## src/rtl/ucode_pkg.sv

```systemverilog
package ucode_pkg;

  localparam int GATE_W = 13;

  // Gate strobe bit positions (visible at the gate output port)
  localparam int G_PC_DRV  = 0;
  localparam int G_PC_LD   = 1;
  localparam int G_MAR_LD  = 2;
  localparam int G_MDR_DRV = 3;
  localparam int G_IR_LD   = 4;
  localparam int G_Y_LD    = 5;
  localparam int G_Z_LD    = 6;
  localparam int G_Z_DRV   = 7;
  localparam int G_SRC_DRV = 8;
  localparam int G_SRC_LD  = 9;
  localparam int G_DST_DRV = 10;
  localparam int G_DST_LD  = 11;
  localparam int G_OFS_DRV = 12;

  localparam logic [GATE_W-1:0] M_PC_DRV  = GATE_W'(1) << G_PC_DRV;
  localparam logic [GATE_W-1:0] M_PC_LD   = GATE_W'(1) << G_PC_LD;
  localparam logic [GATE_W-1:0] M_MAR_LD  = GATE_W'(1) << G_MAR_LD;
  localparam logic [GATE_W-1:0] M_MDR_DRV = GATE_W'(1) << G_MDR_DRV;
  localparam logic [GATE_W-1:0] M_IR_LD   = GATE_W'(1) << G_IR_LD;
  localparam logic [GATE_W-1:0] M_Y_LD    = GATE_W'(1) << G_Y_LD;
  localparam logic [GATE_W-1:0] M_Z_LD    = GATE_W'(1) << G_Z_LD;
  localparam logic [GATE_W-1:0] M_Z_DRV   = GATE_W'(1) << G_Z_DRV;
  localparam logic [GATE_W-1:0] M_SRC_DRV = GATE_W'(1) << G_SRC_DRV;
  localparam logic [GATE_W-1:0] M_SRC_LD  = GATE_W'(1) << G_SRC_LD;
  localparam logic [GATE_W-1:0] M_DST_DRV = GATE_W'(1) << G_DST_DRV;
  localparam logic [GATE_W-1:0] M_DST_LD  = GATE_W'(1) << G_DST_LD;
  localparam logic [GATE_W-1:0] M_OFS_DRV = GATE_W'(1) << G_OFS_DRV;

  // Opcodes (instruction bits 15:11)
  localparam int OPC_ADD = 1;
  localparam int OPC_NEG = 2;

  // Control-store addresses whose values the sequencing depends on
  localparam int UA_DISP    = 'o003;
  localparam int UA_NEG     = 'o025;
  localparam int UA_BAD     = 'o060;
  localparam int UA_ADD     = 'o101;
  localparam int UA_OPND    = 'o170;

  typedef enum logic [1:0] {
    SQ_STEP = 2'd0,
    SQ_DISP = 2'd1,
    SQ_OPND = 2'd2,
    SQ_NEG  = 2'd3
  } seq_e;

  typedef struct packed {
    logic [GATE_W-1:0] gate;
    logic              mrd;
    logic              mwait;
    logic              sel4;
    logic              add;
    logic              fin;
    seq_e              seq;
  } uword_t;

  function automatic uword_t uw(logic [GATE_W-1:0] g, logic r, logic w,
                                logic s4, logic ad, logic f, seq_e sq);
    uword_t x;
    x.gate  = g;
    x.mrd   = r;
    x.mwait = w;
    x.sel4  = s4;
    x.add   = ad;
    x.fin   = f;
    x.seq   = sq;
    return x;
  endfunction

endpackage

```

## src/rtl/ucode_store.sv

```systemverilog
module ucode_store
  import ucode_pkg::*;
#(
  parameter int UADDR_W = 8
) (
  input  logic               clk,
  input  logic               rst,
  input  logic [UADDR_W-1:0] addr_i,
  output uword_t             word_o
);

  function automatic uword_t lookup(logic [UADDR_W-1:0] a);
    uword_t w;
    case (a)
      UADDR_W'('o000): w = uw(M_PC_DRV | M_MAR_LD | M_Z_LD, 1'b1, 1'b0, 1'b1, 1'b1, 1'b0, SQ_STEP);
      UADDR_W'('o001): w = uw(M_Z_DRV | M_PC_LD | M_Y_LD,   1'b0, 1'b1, 1'b0, 1'b0, 1'b0, SQ_STEP);
      UADDR_W'('o002): w = uw(M_MDR_DRV | M_IR_LD,          1'b0, 1'b0, 1'b0, 1'b0, 1'b0, SQ_STEP);
      UADDR_W'('o003): w = uw('0,                           1'b0, 1'b0, 1'b0, 1'b0, 1'b0, SQ_DISP);
      // branch if negative
      UADDR_W'('o025): w = uw('0,                           1'b0, 1'b0, 1'b0, 1'b0, 1'b0, SQ_NEG);
      UADDR_W'('o026): w = uw(M_OFS_DRV | M_Z_LD,           1'b0, 1'b0, 1'b0, 1'b1, 1'b0, SQ_STEP);
      UADDR_W'('o027): w = uw(M_Z_DRV | M_PC_LD,            1'b0, 1'b0, 1'b0, 1'b0, 1'b1, SQ_STEP);
      // add, register source
      UADDR_W'('o101): w = uw(M_SRC_DRV | M_Y_LD,           1'b0, 1'b0, 1'b0, 1'b0, 1'b0, SQ_STEP);
      UADDR_W'('o102): w = uw(M_DST_DRV | M_Z_LD,           1'b0, 1'b0, 1'b0, 1'b1, 1'b0, SQ_STEP);
      UADDR_W'('o103): w = uw(M_Z_DRV | M_DST_LD,           1'b0, 1'b0, 1'b0, 1'b0, 1'b1, SQ_STEP);
      // add, register-indirect source
      UADDR_W'('o111): w = uw(M_SRC_DRV | M_MAR_LD,         1'b1, 1'b1, 1'b0, 1'b0, 1'b0, SQ_STEP);
      UADDR_W'('o112): w = uw(M_MDR_DRV | M_Y_LD,           1'b0, 1'b0, 1'b0, 1'b0, 1'b0, SQ_STEP);
      UADDR_W'('o113): w = uw(M_DST_DRV | M_Z_LD,           1'b0, 1'b0, 1'b0, 1'b1, 1'b0, SQ_STEP);
      UADDR_W'('o114): w = uw(M_Z_DRV | M_DST_LD,           1'b0, 1'b0, 1'b0, 1'b0, 1'b1, SQ_STEP);
      // add, auto-increment source (direct or indirect)
      UADDR_W'('o121): w = uw(M_SRC_DRV | M_MAR_LD | M_Z_LD, 1'b1, 1'b0, 1'b1, 1'b1, 1'b0, SQ_STEP);
      UADDR_W'('o122): w = uw(M_Z_DRV | M_SRC_LD,           1'b0, 1'b1, 1'b0, 1'b0, 1'b0, SQ_OPND);
      UADDR_W'('o170): w = uw(M_MDR_DRV | M_MAR_LD,         1'b1, 1'b1, 1'b0, 1'b0, 1'b0, SQ_STEP);
      UADDR_W'('o171): w = uw(M_MDR_DRV | M_Y_LD,           1'b0, 1'b0, 1'b0, 1'b0, 1'b0, SQ_STEP);
      UADDR_W'('o172): w = uw(M_DST_DRV | M_Z_LD,           1'b0, 1'b0, 1'b0, 1'b1, 1'b0, SQ_STEP);
      UADDR_W'('o173): w = uw(M_Z_DRV | M_DST_LD,           1'b0, 1'b0, 1'b0, 1'b0, 1'b1, SQ_STEP);
      default:         w = uw('0,                           1'b0, 1'b0, 1'b0, 1'b0, 1'b1, SQ_STEP);
    endcase
    return w;
  endfunction

  // Synchronous read: the microinstruction register is the ROM output register
  always_ff @(posedge clk) begin
    if (rst) word_o <= '0;
    else     word_o <= lookup(addr_i);
  end

endmodule

```

## src/rtl/ucode_next.sv

```systemverilog
module ucode_next
  import ucode_pkg::*;
#(
  parameter int UADDR_W = 8,
  parameter int OPC_W   = 5
) (
  input  logic [UADDR_W-1:0] upc_i,
  input  uword_t             word_i,
  input  logic [OPC_W-1:0]   opc_i,
  input  logic [2:0]         mode_i,
  input  logic               neg_i,
  input  logic               mfc_i,
  input  logic               started_i,
  output logic [UADDR_W-1:0] next_o
);

  logic [UADDR_W-1:0] incr;
  logic [UADDR_W-1:0] disp;

  assign incr = upc_i + UADDR_W'(1);

  // Dispatch: base address, then selected bits forced from the mode field
  always_comb begin
    if (opc_i == OPC_W'(OPC_ADD)) begin
      disp    = UADDR_W'(UA_ADD);
      disp[5] = mode_i[2];
      disp[4] = mode_i[1];
      disp[3] = ~mode_i[2] & ~mode_i[1] & mode_i[0];
    end else if (opc_i == OPC_W'(OPC_NEG)) begin
      disp = UADDR_W'(UA_NEG);
    end else begin
      disp = UADDR_W'(UA_BAD);
    end
  end

  always_comb begin
    next_o = incr;
    if (!started_i) begin
      next_o = '0;
    end else if (word_i.mwait && !mfc_i) begin
      next_o = upc_i;
    end else if (word_i.fin) begin
      next_o = '0;
    end else begin
      case (word_i.seq)
        SQ_DISP: next_o = disp;
        SQ_OPND: begin
          next_o    = UADDR_W'(UA_OPND);
          next_o[0] = mode_i[0];
        end
        SQ_NEG:  next_o = neg_i ? incr : '0;
        default: next_o = incr;
      endcase
    end
  end

endmodule

```

## src/rtl/ucode_sequencer.sv

```systemverilog
module ucode_sequencer
  import ucode_pkg::*;
#(
  parameter int IR_W    = 16,
  parameter int UADDR_W = 8
) (
  input  logic                 clk,
  input  logic                 rst,
  input  logic [IR_W-9:0]      ir_hi_i,
  input  logic                 neg_i,
  input  logic                 mfc_i,
  output logic [GATE_W-1:0]    gate_o,
  output logic                 mem_rd_o,
  output logic                 mem_wait_o,
  output logic                 alu_four_o,
  output logic                 alu_add_o,
  output logic                 fin_o,
  output logic [UADDR_W-1:0]   uaddr_o
);

  localparam int OPC_W = IR_W - 11;

  logic [UADDR_W-1:0] upc_q;
  logic [UADDR_W-1:0] upc_d;
  logic               started_q;
  uword_t             word;

  ucode_next #(.UADDR_W(UADDR_W), .OPC_W(OPC_W)) u_next (
    .upc_i     (upc_q),
    .word_i    (word),
    .opc_i     (ir_hi_i[IR_W-9:3]),
    .mode_i    (ir_hi_i[2:0]),
    .neg_i     (neg_i),
    .mfc_i     (mfc_i),
    .started_i (started_q),
    .next_o    (upc_d)
  );

  ucode_store #(.UADDR_W(UADDR_W)) u_store (
    .clk    (clk),
    .rst    (rst),
    .addr_i (upc_d),
    .word_o (word)
  );

  // Counter tracks the address of the word in the microinstruction register
  always_ff @(posedge clk) begin
    if (rst) begin
      upc_q     <= '0;
      started_q <= 1'b0;
    end else begin
      upc_q     <= upc_d;
      started_q <= 1'b1;
    end
  end

  assign gate_o     = word.gate;
  assign mem_rd_o   = word.mrd;
  assign mem_wait_o = word.mwait;
  assign alu_four_o = word.sel4;
  assign alu_add_o  = word.add;
  assign fin_o      = word.fin;
  assign uaddr_o    = upc_q;

  logic stall;
  assign stall = word.mwait && !mfc_i;

  p_reset_clear_r1: assert property (@(posedge clk)
    rst |=> (upc_q == '0 && word == '0));

  p_step_r2: assert property (@(posedge clk) disable iff (rst)
    (started_q && !stall && !word.fin && word.seq == SQ_STEP)
    |=> (upc_q == $past(upc_q) + UADDR_W'(1)));

  p_dispatch_add_r4: assert property (@(posedge clk) disable iff (rst)
    (started_q && !stall && !word.fin && word.seq == SQ_DISP &&
     ir_hi_i[IR_W-9:3] == OPC_W'(OPC_ADD))
    |=> (upc_q[5:4] == $past(ir_hi_i[2:1]) &&
         upc_q[3] == ($past(ir_hi_i[2:0]) == 3'b001)));

  p_opnd_branch_r7: assert property (@(posedge clk) disable iff (rst)
    (started_q && !stall && !word.fin && word.seq == SQ_OPND)
    |=> (upc_q[UADDR_W-1:1] == (UADDR_W-1)'(UA_OPND >> 1) &&
         upc_q[0] == $past(ir_hi_i[0])));

  p_wait_hold_r8: assert property (@(posedge clk) disable iff (rst)
    (started_q && stall) |=> ($stable(upc_q) && $stable(word)));

  p_neg_restart_r9: assert property (@(posedge clk) disable iff (rst)
    (started_q && !stall && !word.fin && word.seq == SQ_NEG && !neg_i)
    |=> (upc_q == '0));

  p_end_restart_r10: assert property (@(posedge clk) disable iff (rst)
    (started_q && !stall && word.fin) |=> (upc_q == '0));

endmodule

```

## config.mk

```make
export PLATFORM = sky130hd
export DESIGN_NAME = ucode_sequencer
export DESIGN_NICKNAME = d
export VERILOG_FILES = /design/src/rtl/ucode_pkg.sv /design/src/rtl/ucode_store.sv /design/src/rtl/ucode_next.sv /design/src/rtl/ucode_sequencer.sv
export SDC_FILE = /design/constraint.sdc
export NUM_CORES = 1
export LEC_CHECK = 0
export ABC_AREA = 1
export BUFFER_PORTS_ARGS = -buffer_cell sky130_fd_sc_hd__buf_4
export CORE_MARGIN = 4
export CORE_UTILIZATION = 25
export DETAILED_ROUTE_END_ITERATION = 10
export HOLD_SLACK_MARGIN = 0.03
export PLACE_DENSITY_LB_ADDON = 0.08
export SETUP_SLACK_MARGIN = 0.3
export SLEW_MARGIN = 10
export SYNTH_ARGS = -nofsm -noshare
export SYNTH_HDL_FRONTEND = slang
export SYNTH_SLANG_ARGS = --single-unit
```

## constraint.sdc

```tcl
create_clock -name clk -period 3.97 [get_ports clk]
set_input_delay 0.5955 -clock clk [delete_from_list [all_inputs] [get_ports clk]]
set_output_delay 0.5955 -clock clk [all_outputs]
set_load 0.005 [all_outputs]
```

==> results of run 1 <==
worst max path at each step:
stage                         end  startpoint  cells past startpoint
2_1_floorplan   u_store.word_o[0]  ir_hi_i[6]                     16
3_3_place_gp   u_store.word_o[11]  ir_hi_i[6]                     17
3_5_place_dp    u_store.word_o[1]  ir_hi_i[6]                     17
4_1_cts         u_store.word_o[1]  uaddr_o[0]                     16
5_1_grt         u_store.word_o[1]  uaddr_o[0]                     16
6_report        u_store.word_o[1]  uaddr_o[0]                     16
layout by cell type, fill, tap and decap left out, drive strengths merged, types with 2 or more instances in the layout:
cell type	instances
nand2	86
nor2	52
inv	42
nand3	38
buf	37
dfxtp	27
a21oi	11
o21ai	7
nand4	3
clkbuf	3
a31oi	2
a41oi	2
cells in the mapped netlist (all sizes together):
cell and instances:
o21bai 1, ha 1, o21ai 7, nand2 86, nand3 38, a21oi 11
nand4 3, xor2 1, nor3 1, a31oi 2, clkbuf 1, o211ai 1
buf 16, a41oi 2, and3 1, inv 42, nor2 52, dfxtp 27
sequential cells by signal, indices dropped and copies added (netlist names):
name	count
uaddr_o	8
started_q	1
u_store.word_o	18
through the flow:
step	setup WS [ns]	hold WS (ns)	util [%]	instance area, um^2
finish	1.26	0.623	30.1	2170
global route	1.09	0.639	30.1	2170
CTS	1.24	0.623	30.1	2170
detailed placement	1.26	0.622	29.4	2120
global placement	1.23	0.622	29.4	2120
floorplan	1.80	0.535	-	1850
worst register-to-register path: cells and delay by family (launching register included):
kind	cells	cell delay (ns)
fa+ha+maj	1	0.35
flops	1	0.58
simple gates	11	0.98
buf+inv	1	0.09
compound gates	3	0.58
power by group:
group	internal (mW)	switching, mW
clock network	0.0715	0.0924
registers	0.304	0.0327
logic	0.129	0.202
area by class of cell:
type | count | area [um^2]
repair buffers | 37 | 278
well taps | 99 | 124
flip-flops and latches | 27 | 541
clock buffers | 3 | 41.3
inverters | 42 | 158
multi-input cells | 207 | 1020
clock inverters | 1 | 7.51
fillers | 821 | 5040
logic make-up (layout without fill, tap and decap cells):
kind of cell | after synthesis | in the layout | share of synthesized area, %
xor gates and xnor gates | 1 | 1 | 0.473
and+or+nand+nor | 181 | 181 | 45.3
AOI/OAI and AO/OA | 24 | 24 | 8.93
adders and majority gates | 1 | 1 | 0.676
buffers and inverters | 59 | 83 | 15.4
DFF | 27 | 27 | 29.2
routing by layer:
metal  vias to the layer above  wire (um)  global-route usage [%]
li1                        950          -                       -
met5                         -          0                       0
met2                        45       2520                    21.9
met4                         0         68                    3.25
met1                       802       2370                    15.6
met3                        11        206                    1.68
==> Implementation_results.wiki, run 1 <==
{| class="wikitable"
! Metric !! Value
|-
| Run status || completed
|-
| Routability congestion estimate || 0.800
|-
| CTS H-tree lvls || 1
|-
| Cell type contributing the most total cell area after synthesis || dfxtp_1
|-
| Cell row count || 31
|-
| Worst path top cell family by delay || simple AND/OR/NAND/NOR gates
|-
| Count of inserted antenna diode cells || 0
|-
| DRC violations left || 0
|-
| Number of global-route vias before repair || between 1,500 and 2,000
|-
| Via density per instance || 4.35
|-
| Area contributors post-synth || dfxtp_1 29%, nand2_1 15%, nand3_1 8.9%, nor2_1 8.9%, inv_1 7.9%
|-
| Proportion of netlist area held by the largest area contributor || about 29%
|-
| Total routing usage reported by global routing || 12.4%
|-
| Minimum period implied by the final worst setup slack || roughly 2.7 ns
|-
| Avg Inst Size Synth || roughly 6.3 um^2
|-
| Path depth of the worst reg2reg path || 16
|-
| Number of buffers created by CTS || 3
|-
| Post-detail-place hpwl || 4240 um
|-
| Worst hold stages || 2
|-
| Iteration-0 DRC count of the detailed router || 93
|-
| TritonCTS clock tree || done
|-
| Chip Height || roughly 94 um
|-
| Hold Path Class || reg -> reg
|-
| Number of clock sinks || 27
|-
| Remaining number of nets flagged by the antenna check after routing || 0
|-
| Highest fanout seen on the critical path || 9
|-
| Grt ovf || 0
|-
| Average wire per standard cell || 12.4 um
|-
| Start-to-end type of the worst setup path || reg -> reg
|-
| Slew margin rel. || 67.6%
|-
| Worst-skew pair later-pin latency || ~0.28 ns
|-
| Cell at the root of the clock tree || clkbuf_8
|-
| Least-Margin Pin Slew || 0.486 ns
|-
| Placed Cells || between 400 and 500
|-
| Endpoint arrival time on the critical path || approximately 2.9 ns
|-
| Total core area || about 7000 um^2
|-
| Summed negative setup slack over all endpoints || 0 ns
|-
| Post-synth cell types || 31
|-
| Critical Path Start Type || register
|-
| Number of cells produced by synthesis || around 290
|-
| Worst Hold Endpoint || uaddr_o[0]
|-
| Total of warnings raised by yosys || 0
|-
| CP endpoint kind || register
|-
| Routed via count || 1,808
|-
| Hold wc startpoint || started_q
|-
| Maximum buffer depth of the clock tree || 2
|-
| Stage delay of the slowest cell on the critical path || approximately 0.58 ns
|-
| I/O Pins || 38
|-
| CTS resizes || 0
|-
| Buffers inserted by post-CTS timing repair || 0
|-
| Finished Layout Cells || around 420
|-
| Achievable Freq || around 0.37 GHz
|-
| Fin nets || about 330
|-
| PnR Total Power || around 0.83 mW
|-
| Overall die area || 8840 um^2
|-
| Ratio of cells with drive above 1 in the final layout || between 20% and 30%
|-
| Global-route wire length before repair || 8650 um
|-
| Final Max Slew Viols || 0
|-
| Reg-to-reg endpoint || u_store.word_o[1]
|-
| Detailed-route wire length || 5170 um
|-
| Flop2flop setup slack || approximately 1.3 ns
|-
| Number of I/O port buffers || 37
|-
| Maxcap violations || 0
|-
| Final setup viols || 0
|-
| Number of buffers and inverters on the critical path || 1
|-
| Number of synthesized register bits || 27
|-
| Unrepaired setup endpoints after global routing || false
|-
| Total nets after synthesis || roughly 310
|-
| Final cycle utilization of the critical path || 68.2%
|-
| Startpoint of the worst register-to-register path || uaddr_o[0]
|-
| Top cell by count, worst path || nand2_1
|-
| Crit path max-delay cell type || dfxtp_1
|-
| Largest net degree at the start of global routing || 20
|-
| Static leakage || about 1.1 nW
|-
| Starting utilization of the core area || 25.7%
|-
| Clock Pin Slew Worst Setup and Hold Paths || 0.10 ns
|-
| Hold buffer count at cts || 0
|-
| Power density of the placed cells || 383 nW/um^2
|-
| First-pass DRT Iterations || 4
|-
| Count of final hold-check violations || 0
|-
| Area growth syn-to-layout || 17.4%
|-
| Post-Syn Area || around 1900 um^2
|-
| Worst-case vdd ir drop || 133 uV
|-
| Horizontal extent of the die || 94.0 um
|-
| Antenna violations before repair || 0
|-
| Worst Clk Skew || about 0.0098 ns
|-
| Worst-path cell chain || ha_1 > nand3_1 > nand2_1 > nand2_1 > a21oi_1 > nand2_1 > a21oi_2 > inv_1 > nand2_2 > nor2_2 > nand2_1 > nand2_1 > nor2_1 > nand2_1 > o21ai_4 > nor2_1
|-
| Sequential share of the synthesized area || 29.2%
|-
| Worst endpoint required time || between 4 and 5 ns
|}
(Power assumes the default switching activity.)
==> inputs of run 2 (changes only) <==
==> constraint.sdc (replaced) <==
create_clock -name clk -period 2.54 [get_ports clk]
set_input_delay 0.381 -clock clk [delete_from_list [all_inputs] [get_ports clk]]
set_output_delay 0.381 -clock clk [all_outputs]
set_load 0.005 [all_outputs]
==> Implementation_results.wiki, run 2 (synthesis results as in run 1) <==
{| class="wikitable"
! Metric !! Value
|-
| DRC violations left || 0 (unchanged)
|-
| Horizontal extent of the die || 94.0 um (unchanged)
|-
| Least-Margin Pin Slew || 0.290 ns (-0.197 ns)
|-
| Remaining number of nets flagged by the antenna check after routing || 0 (unchanged)
|-
| Total routing usage reported by global routing || 12.7% (+0.29 points)
|-
| Static leakage || 1.30 nW (+19%)
|-
| Endpoint arrival time on the critical path || 2.37 ns (-0.50 ns)
|-
| Chip Height || 94.0 um (unchanged)
|-
| Final Max Slew Viols || 0 (unchanged)
|-
| Max FFs per register || 18 (unchanged)
|-
| Hold buffer count at cts || 0 (unchanged)
|-
| Average wire per standard cell || 12.2 um (-1.6%)
|-
| Minimum period implied by the final worst setup slack || 2.21 ns (-0.500 ns)
|-
| Net switching component of the power || 0.565 mW (+73%)
|-
| PnR Total Power || 1.43 mW (+72%)
|-
| Power share of the sequential group || 36.2% (-4.3 points)
|-
| Core occupancy in the finished layout || 35.9% (+5.8 points)
|-
| Largest register by flop count || u_store.word_o
|-
| Overall die area || 8840 um^2 (unchanged)
|-
| TritonCTS clock tree || done
|-
| Unrepaired setup endpoints after global routing || true
|-
| Cell row count || 31 (unchanged)
|-
| Largest net degree at the start of global routing || 20 (unchanged)
|-
| Global-route wire length before repair || 8890 um (+2.8%)
|-
| Relative contribution of the clock network to total power || 17.5% (-2.2 points)
|-
| Count of final hold-check violations || 0 (unchanged)
|-
| Cell at the root of the clock tree || clkbuf_8
|-
| First-pass DRT Iterations || 4 (unchanged)
|-
| Worst-case vdd ir drop || 266 uV (+100%)
|-
| Worst Clk Skew || 0.00734 ns (-0.00247 ns)
|-
| Highest-count cells in the layout ignoring fill and taps || 64 x nand2_1, 60 x buf_4, 36 x inv_1
|-
| Finished Layout Cells || 442 (+6.3%)
|-
| Ratio of cells with drive above 1 in the final layout || 41.1% (+18 points)
|-
| CTS H-tree lvls || 1 (unchanged)
|-
| Placed Cells || 424 (+2.9%)
|-
| Net switching fraction of the power || 39.4% (+0.069 points)
|-
| Run status || completed
|-
| Number of clock sinks || 27 (unchanged)
|-
| Iteration-0 DRC count of the detailed router || 56 (-40%)
|-
| FILL cells || 824 (+0.37%)
|-
| Routability congestion estimate || 0.858 (+7.2%)
|-
| Most frequent standard cell in the layout excluding fill and tap cells || nand2_1
|-
| Worst-skew pair later-pin latency || 0.28 ns (about the same)
|-
| Number of I/O port buffers || 37 (unchanged)
|-
| Proportion of power drawn by combinational gates || 46.3% (+6.5 points)
|-
| Slew margin rel. || 80.6% (+13 points)
|-
| Highest fanout seen on the critical path || 7 (-2)
|-
| Summed negative setup slack over all endpoints || 0 ns (unchanged)
|-
| Via density per instance || 4.35 (+0.16%)
|-
| Starting utilization of the core area || 25.7% (unchanged)
|-
| Count of inserted antenna diode cells || 0 (unchanged)
|-
| Post-detail-place hpwl || 4190 um (-1.2%)
|-
| Detailed-route wire length || 5410 um (+4.6%)
|-
| Internal power component || 0.869 mW (+72%)
|-
| Final setup viols || 0 (unchanged)
|-
| Maxcap violations || 0 (unchanged)
|-
| CP endpoint kind || register
|-
| Grt ovf || 0 (unchanged)
|-
| Number of buffers created by CTS || 3 (unchanged)
|-
| Total core area || 7210 um^2 (unchanged)
|-
| Start-to-end type of the worst setup path || reg -> reg
|-
| Clock Pin Slew Worst Setup and Hold Paths || 0.10 ns (about the same)
|-
| Maximum buffer depth of the clock tree || 2 (unchanged)
|-
| Routed via count || 1,924 (+6.4%)
|-
| Final cycle utilization of the critical path || 86.8% (+19 points)
|-
| Achievable Freq || 0.453 GHz (+23%)
|-
| Critical Path Start Type || register
|-
| Hold Path Class || in -> reg
|-
| Fin nets || 357 (+7.9%)
|-
| Worst endpoint required time || 2.70 ns (-1.43 ns)
|-
| Number of global-route vias before repair || 1,850 (+6.5%)
|-
| Area growth syn-to-layout || 40.1%
|-
| Power density of the placed cells || 553 nW/um^2 (+45%)
|-
| Antenna violations before repair || 0 (unchanged)
|-
| I/O Pins || 38 (unchanged)
|}
[run 2: cell types whose count changed in the layout (fill, tap and decap cells not counted), moves of 4 or more]
cell / previous run / this run
buf_4: 37 / 60
nor2_4: 3 / 7
nand3_2: 4 / 11
dfxtp_4: 0 / 5
nand2_4: 1 / 9
nor2_1: 44 / 35
dfxtp_1: 27 / 19
nand2_1: 75 / 64
nand3_1: 33 / 26
nor2_2: 5 / 10
[run 2: final timing paths]
path | startpoint | endpoint | slack (ns) | depth (start not counted)
worst min register to register | started_q | uaddr_o[0] | 0.51 | 2
worst max register to register | uaddr_o[1] | u_store.word_o[18] | 0.33 | 15
worst min-delay path | rst | uaddr_o[0] | 0.42 | 2
worst max-delay path | uaddr_o[1] | u_store.word_o[18] | 0.33 | 15
[run 2: critical path, stage by stage (launching register included)]
cell,delay [ns]
dfxtp_2,0.37
ha_4,0.19
nand3_2,0.07
nand2_2,0.08
nand2_1,0.06
a21oi_2,0.11
nand2_1,0.06
a21oi_2,0.18
buf_4,0.16
a21oi_1,0.05
nand3_1,0.15
nand3_2,0.11
nor2_2,0.12
nand2_2,0.08
o21ai_4,0.22
nor2_1,0.08
[run 2: power by group through the flow]
stage,registers [mW],clock network [mW],logic (mW)
global route,0.527,0.283,0.741
detailed placement,0.525,0,0.575
CTS,0.519,0.268,0.592
finish,0.519,0.251,0.664
floorplan,0.521,0,0.378
global placement,0.527,0,0.585
[run 2: final cells by class]
class | instances | area, um^2 | share of cell area, %
Multi-Input combinational cell | 207 | 1210 | 46.5
Clock buffer | 3 | 41.3 | 1.59
Tap cell | 99 | 124 | 4.78
Timing Repair Buffer | 63 | 493 | 19.0
Inverter | 42 | 158 | 6.08
Clock inverter | 1 | 7.51 | 0.290
Sequential cell | 27 | 563 | 21.7
[run 2: what timing repair did]
| item | CTS | global route |
|---|---|---|
| endpoints found under the setup margin | 8 | 13 |
| pin swaps | 5 | 32 |
| buffers inserted | 2 | 12 |
| resized for setup | 15 | 49 |
[run 2: stage by stage]
stage | instance area, um^2 | worst slack (ns) | hold slack, ns
floorplan | 1850 | 0.375 | 0.535
global placement | 2230 | 0.0743 | 0.517
detailed placement | 2230 | 0.108 | 0.510
CTS | 2340 | 0.308 | 0.418
global route | 2590 | 0.157 | 0.428
finish | 2590 | 0.334 | 0.423
[run 2: layer usage]
| layer | track usage (%) | part of all wire (%) | vias up |
|---|---|---|---|
| met5 | 0 | 0 | - |
| met1 | 16.9 | 46 | 875 |
| li1 | - | - | 1003 |
| met4 | 3.37 | 1.3 | 0 |
| met2 | 21.1 | 48 | 40 |
| met3 | 2.08 | 4.2 | 6 |
==> inputs of run 3 (changes only) <==
==> constraint.sdc (replaced) <==
create_clock -name clk -period 2.54 [get_ports clk]
set_input_delay 0.381 -clock clk [delete_from_list [all_inputs] [get_ports clk]]
set_output_delay 0.381 -clock clk [all_outputs]
set_load 0.05 [all_outputs]
==> Implementation_results.wiki, run 3 (synthesis results as in run 1) <==
{| class="wikitable"
! Metric !! Value
|-
| Chip Height || 94.0 um (unchanged)
|-
| Routability congestion estimate || 0.853 (-0.50%)
|-
| Hold buffer count at cts || 0 (unchanged)
|-
| Net switching component of the power || 0.802 mW (+42%)
|-
| Total routing usage reported by global routing || 12.7% (+0.073 points)
|-
| Achievable Freq || 0.470 GHz (+3.6%)
|-
| Iteration-0 DRC count of the detailed router || 49 (-13%)
|-
| Critical Path Start Type || register
|-
| Clock Pin Slew Worst Setup and Hold Paths || 0.10 ns (about the same)
|-
| Finished Layout Cells || 447 (+1.1%)
|-
| Number of buffers and inverters on the critical path || 1 (unchanged)
|-
| Slew margin rel. || 75.5% (-5.1 points)
|-
| Minimum period implied by the final worst setup slack || 2.13 ns (-0.0759 ns)
|-
| Global-route wire length before repair || 9050 um (+1.8%)
|-
| Crit path max-delay cell type || dfxtp_4
|-
| Via density per instance || 4.36 (+0.11%)
|-
| Largest register by flop count || u_store.word_o
|-
| Run status || completed
|-
| Unrepaired setup endpoints after global routing || true
|-
| Highest-count cells in the layout ignoring fill and taps || 64 x buf_4, 53 x nand2_1, 36 x nor2_1
|-
| Area growth syn-to-layout || 47.5%
|-
| Antenna violations before repair || 0 (unchanged)
|-
| Final cycle utilization of the critical path || 83.9% (-3.0 points)
|-
| Maxcap violations || 0 (unchanged)
|-
| Start-to-end type of the worst setup path || reg -> reg
|-
| Horizontal extent of the die || 94.0 um (unchanged)
|-
| Least-Margin Pin Slew || 0.367 ns (+0.0773 ns)
|-
| Net switching fraction of the power || 46.8% (+7.4 points)
|-
| Relative contribution of the clock network to total power || 14.3% (-3.2 points)
|-
| Hold Path Class || in -> reg
|-
| Average wire per standard cell || 12.9 um (+5.3%)
|-
| Cell row count || 31 (unchanged)
|-
| Core occupancy in the finished layout || 37.8% (+1.9 points)
|-
| TritonCTS clock tree || done
|-
| Number of I/O port buffers || 37 (unchanged)
|-
| Proportion of power drawn by combinational gates || 55.2% (+8.9 points)
|-
| Number of global-route vias before repair || 1,815 (-1.9%)
|-
| Largest net degree at the start of global routing || 20 (unchanged)
|-
| CTS H-tree lvls || 1 (unchanged)
|-
| Count of inserted antenna diode cells || 0 (unchanged)
|-
| Number of clock sinks || 27 (unchanged)
|-
| Pre-CTS WS || 0.0754 ns (-0.0330 ns)
|-
| PnR Total Power || 1.71 mW (+20%)
|-
| Worst-path cell chain || ha_4 > nand3_2 > nand2_2 > nand3_1 > nand2_1 > nand2_2 > a21oi_4 > buf_6 > nand3_2 > nor2_4 > nand2_1 > nand3_2 > nor2_2 > nand2_2 > nor2_1 > nor2_1 > nor2_1
|-
| Static leakage || 1.33 nW (+2.7%)
|-
| Total core area || 7210 um^2 (unchanged)
|-
| Stage delay of the slowest cell on the critical path || 0.39 ns (+0.02 ns)
|-
| Remaining number of nets flagged by the antenna check after routing || 0 (unchanged)
|-
| Number of buffers created by CTS || 3 (unchanged)
|-
| Cell at the root of the clock tree || clkbuf_8
|-
| Detailed-route wire length || 5760 um (+6.5%)
|-
| DRC violations left || 0 (unchanged)
|-
| Placed Cells || 420 (-0.94%)
|-
| Power share of the sequential group || 30.5% (-5.7 points)
|-
| Design area || 2730 um^2 (+5.3%)
|-
| Grt ovf || 0 (unchanged)
|-
| Maximum buffer depth of the clock tree || 2 (unchanged)
|-
| Worst-skew pair later-pin latency || 0.27 ns (about the same)
|-
| Final Max Slew Viols || 0 (unchanged)
|-
| Worst endpoint required time || 2.71 ns (about the same)
|-
| CP endpoint kind || register
|-
| Worst path top cell family by delay || simple AND/OR/NAND/NOR gates
|-
| Final setup viols || 0 (unchanged)
|-
| Summed negative setup slack over all endpoints || 0 ns (unchanged)
|-
| Final critical-path setup slack || 0.410 ns (+0.0759 ns)
|-
| Worst Clk Skew || 0.00819 ns (+0.000852 ns)
|-
| Count of final hold-check violations || 0 (unchanged)
|-
| Highest fanout seen on the critical path || 5 (-2)
|-
| Fin nets || 362 (+1.4%)
|-
| Most frequent standard cell in the layout excluding fill and tap cells || buf_4
|-
| Ratio of cells with drive above 1 in the final layout || 47.1% (+6.0 points)
|-
| Post-Place Cell Area || 2200 um^2 (-1.4%)
|-
| I/O Pins || 38 (unchanged)
|-
| Endpoint arrival time on the critical path || 2.30 ns (-0.07 ns)
|-
| Worst-case vdd ir drop || 283 uV (+6.4%)
|-
| Overall die area || 8840 um^2 (unchanged)
|-
| Max FFs per register || 18 (unchanged)
|-
| Post-detail-place hpwl || 4350 um (+3.9%)
|-
| Power density of the placed cells || 628 nW/um^2 (+14%)
|-
| Starting utilization of the core area || 25.7% (unchanged)
|-
| Hold Slack || 0.438 ns (+0.0152 ns)
|-
| Routed via count || 1,948 (+1.2%)
|-
| First-pass DRT Iterations || 4 (unchanged)
|-
| Internal power component || 0.913 mW (+5.0%)
|}
## run 3: layout make-up
class                   instances  area (um^2)
clock buffers                   3         41.3
well taps                      99          124
repair buffers                 68          529
inverters                      42          161
multi-input cells             207         1300
fillers                       811         4490
clock inverters                 1         5.00
flip-flops and latches         27          572
## run 3: path summary, 6_finish.rpt
path              start                end  slack (ns)  cells after the start
min reg2reg   started_q         uaddr_o[0]        0.66                      2
min                 rst         uaddr_o[4]        0.44                      2
max reg2reg  uaddr_o[1]  u_store.word_o[2]        0.41                     17
max          uaddr_o[1]  u_store.word_o[2]        0.41                     17
## run 3: per-layer routing
| metal | vias up | share of wire (%) | track usage, % |
|---|---|---|---|
| li1 | 1017 | - | - |
| met1 | 890 | 47 | 17.7 |
| met2 | 37 | 48 | 20.6 |
| met3 | 4 | 4.2 | 2.40 |
| met4 | 0 | 0.92 | 2.53 |
| met5 | - | 0 | 0 |
## run 3: power by group through the flow
| stage | combinational [mW] | clock (mW) | sequential [mW] |
|---|---|---|---|
| global route | 1.02 | 0.278 | 0.533 |
| CTS | 0.790 | 0.260 | 0.523 |
| global placement | 0.789 | 0 | 0.531 |
| floorplan | 0.475 | 0 | 0.634 |
| finish | 0.946 | 0.246 | 0.523 |
| detailed placement | 0.778 | 0 | 0.532 |
## run 3: what timing repair did
item | in CTS | in global routing
endpoints found under the hold margin | 0 | 0
gates resized for setup | 10 | 78
pin swaps | 2 | 23
setup buffers | 2 | 21
endpoints found under the setup margin | 8 | 14
## run 3: worst reg2reg max path, cell delays in order, from the launching register on
cell and delay, ns:
dfxtp_4 0.39, ha_4 0.17, nand3_2 0.08, nand2_2 0.08
nand3_1 0.10, nand2_1 0.10, nand2_2 0.08, a21oi_4 0.16
buf_6 0.13, nand3_2 0.08, nor2_4 0.17, nand2_1 0.10
nand3_2 0.11, nor2_2 0.04, nand2_2 0.08, nor2_1 0.05
nor2_1 0.08, nor2_1 0.04
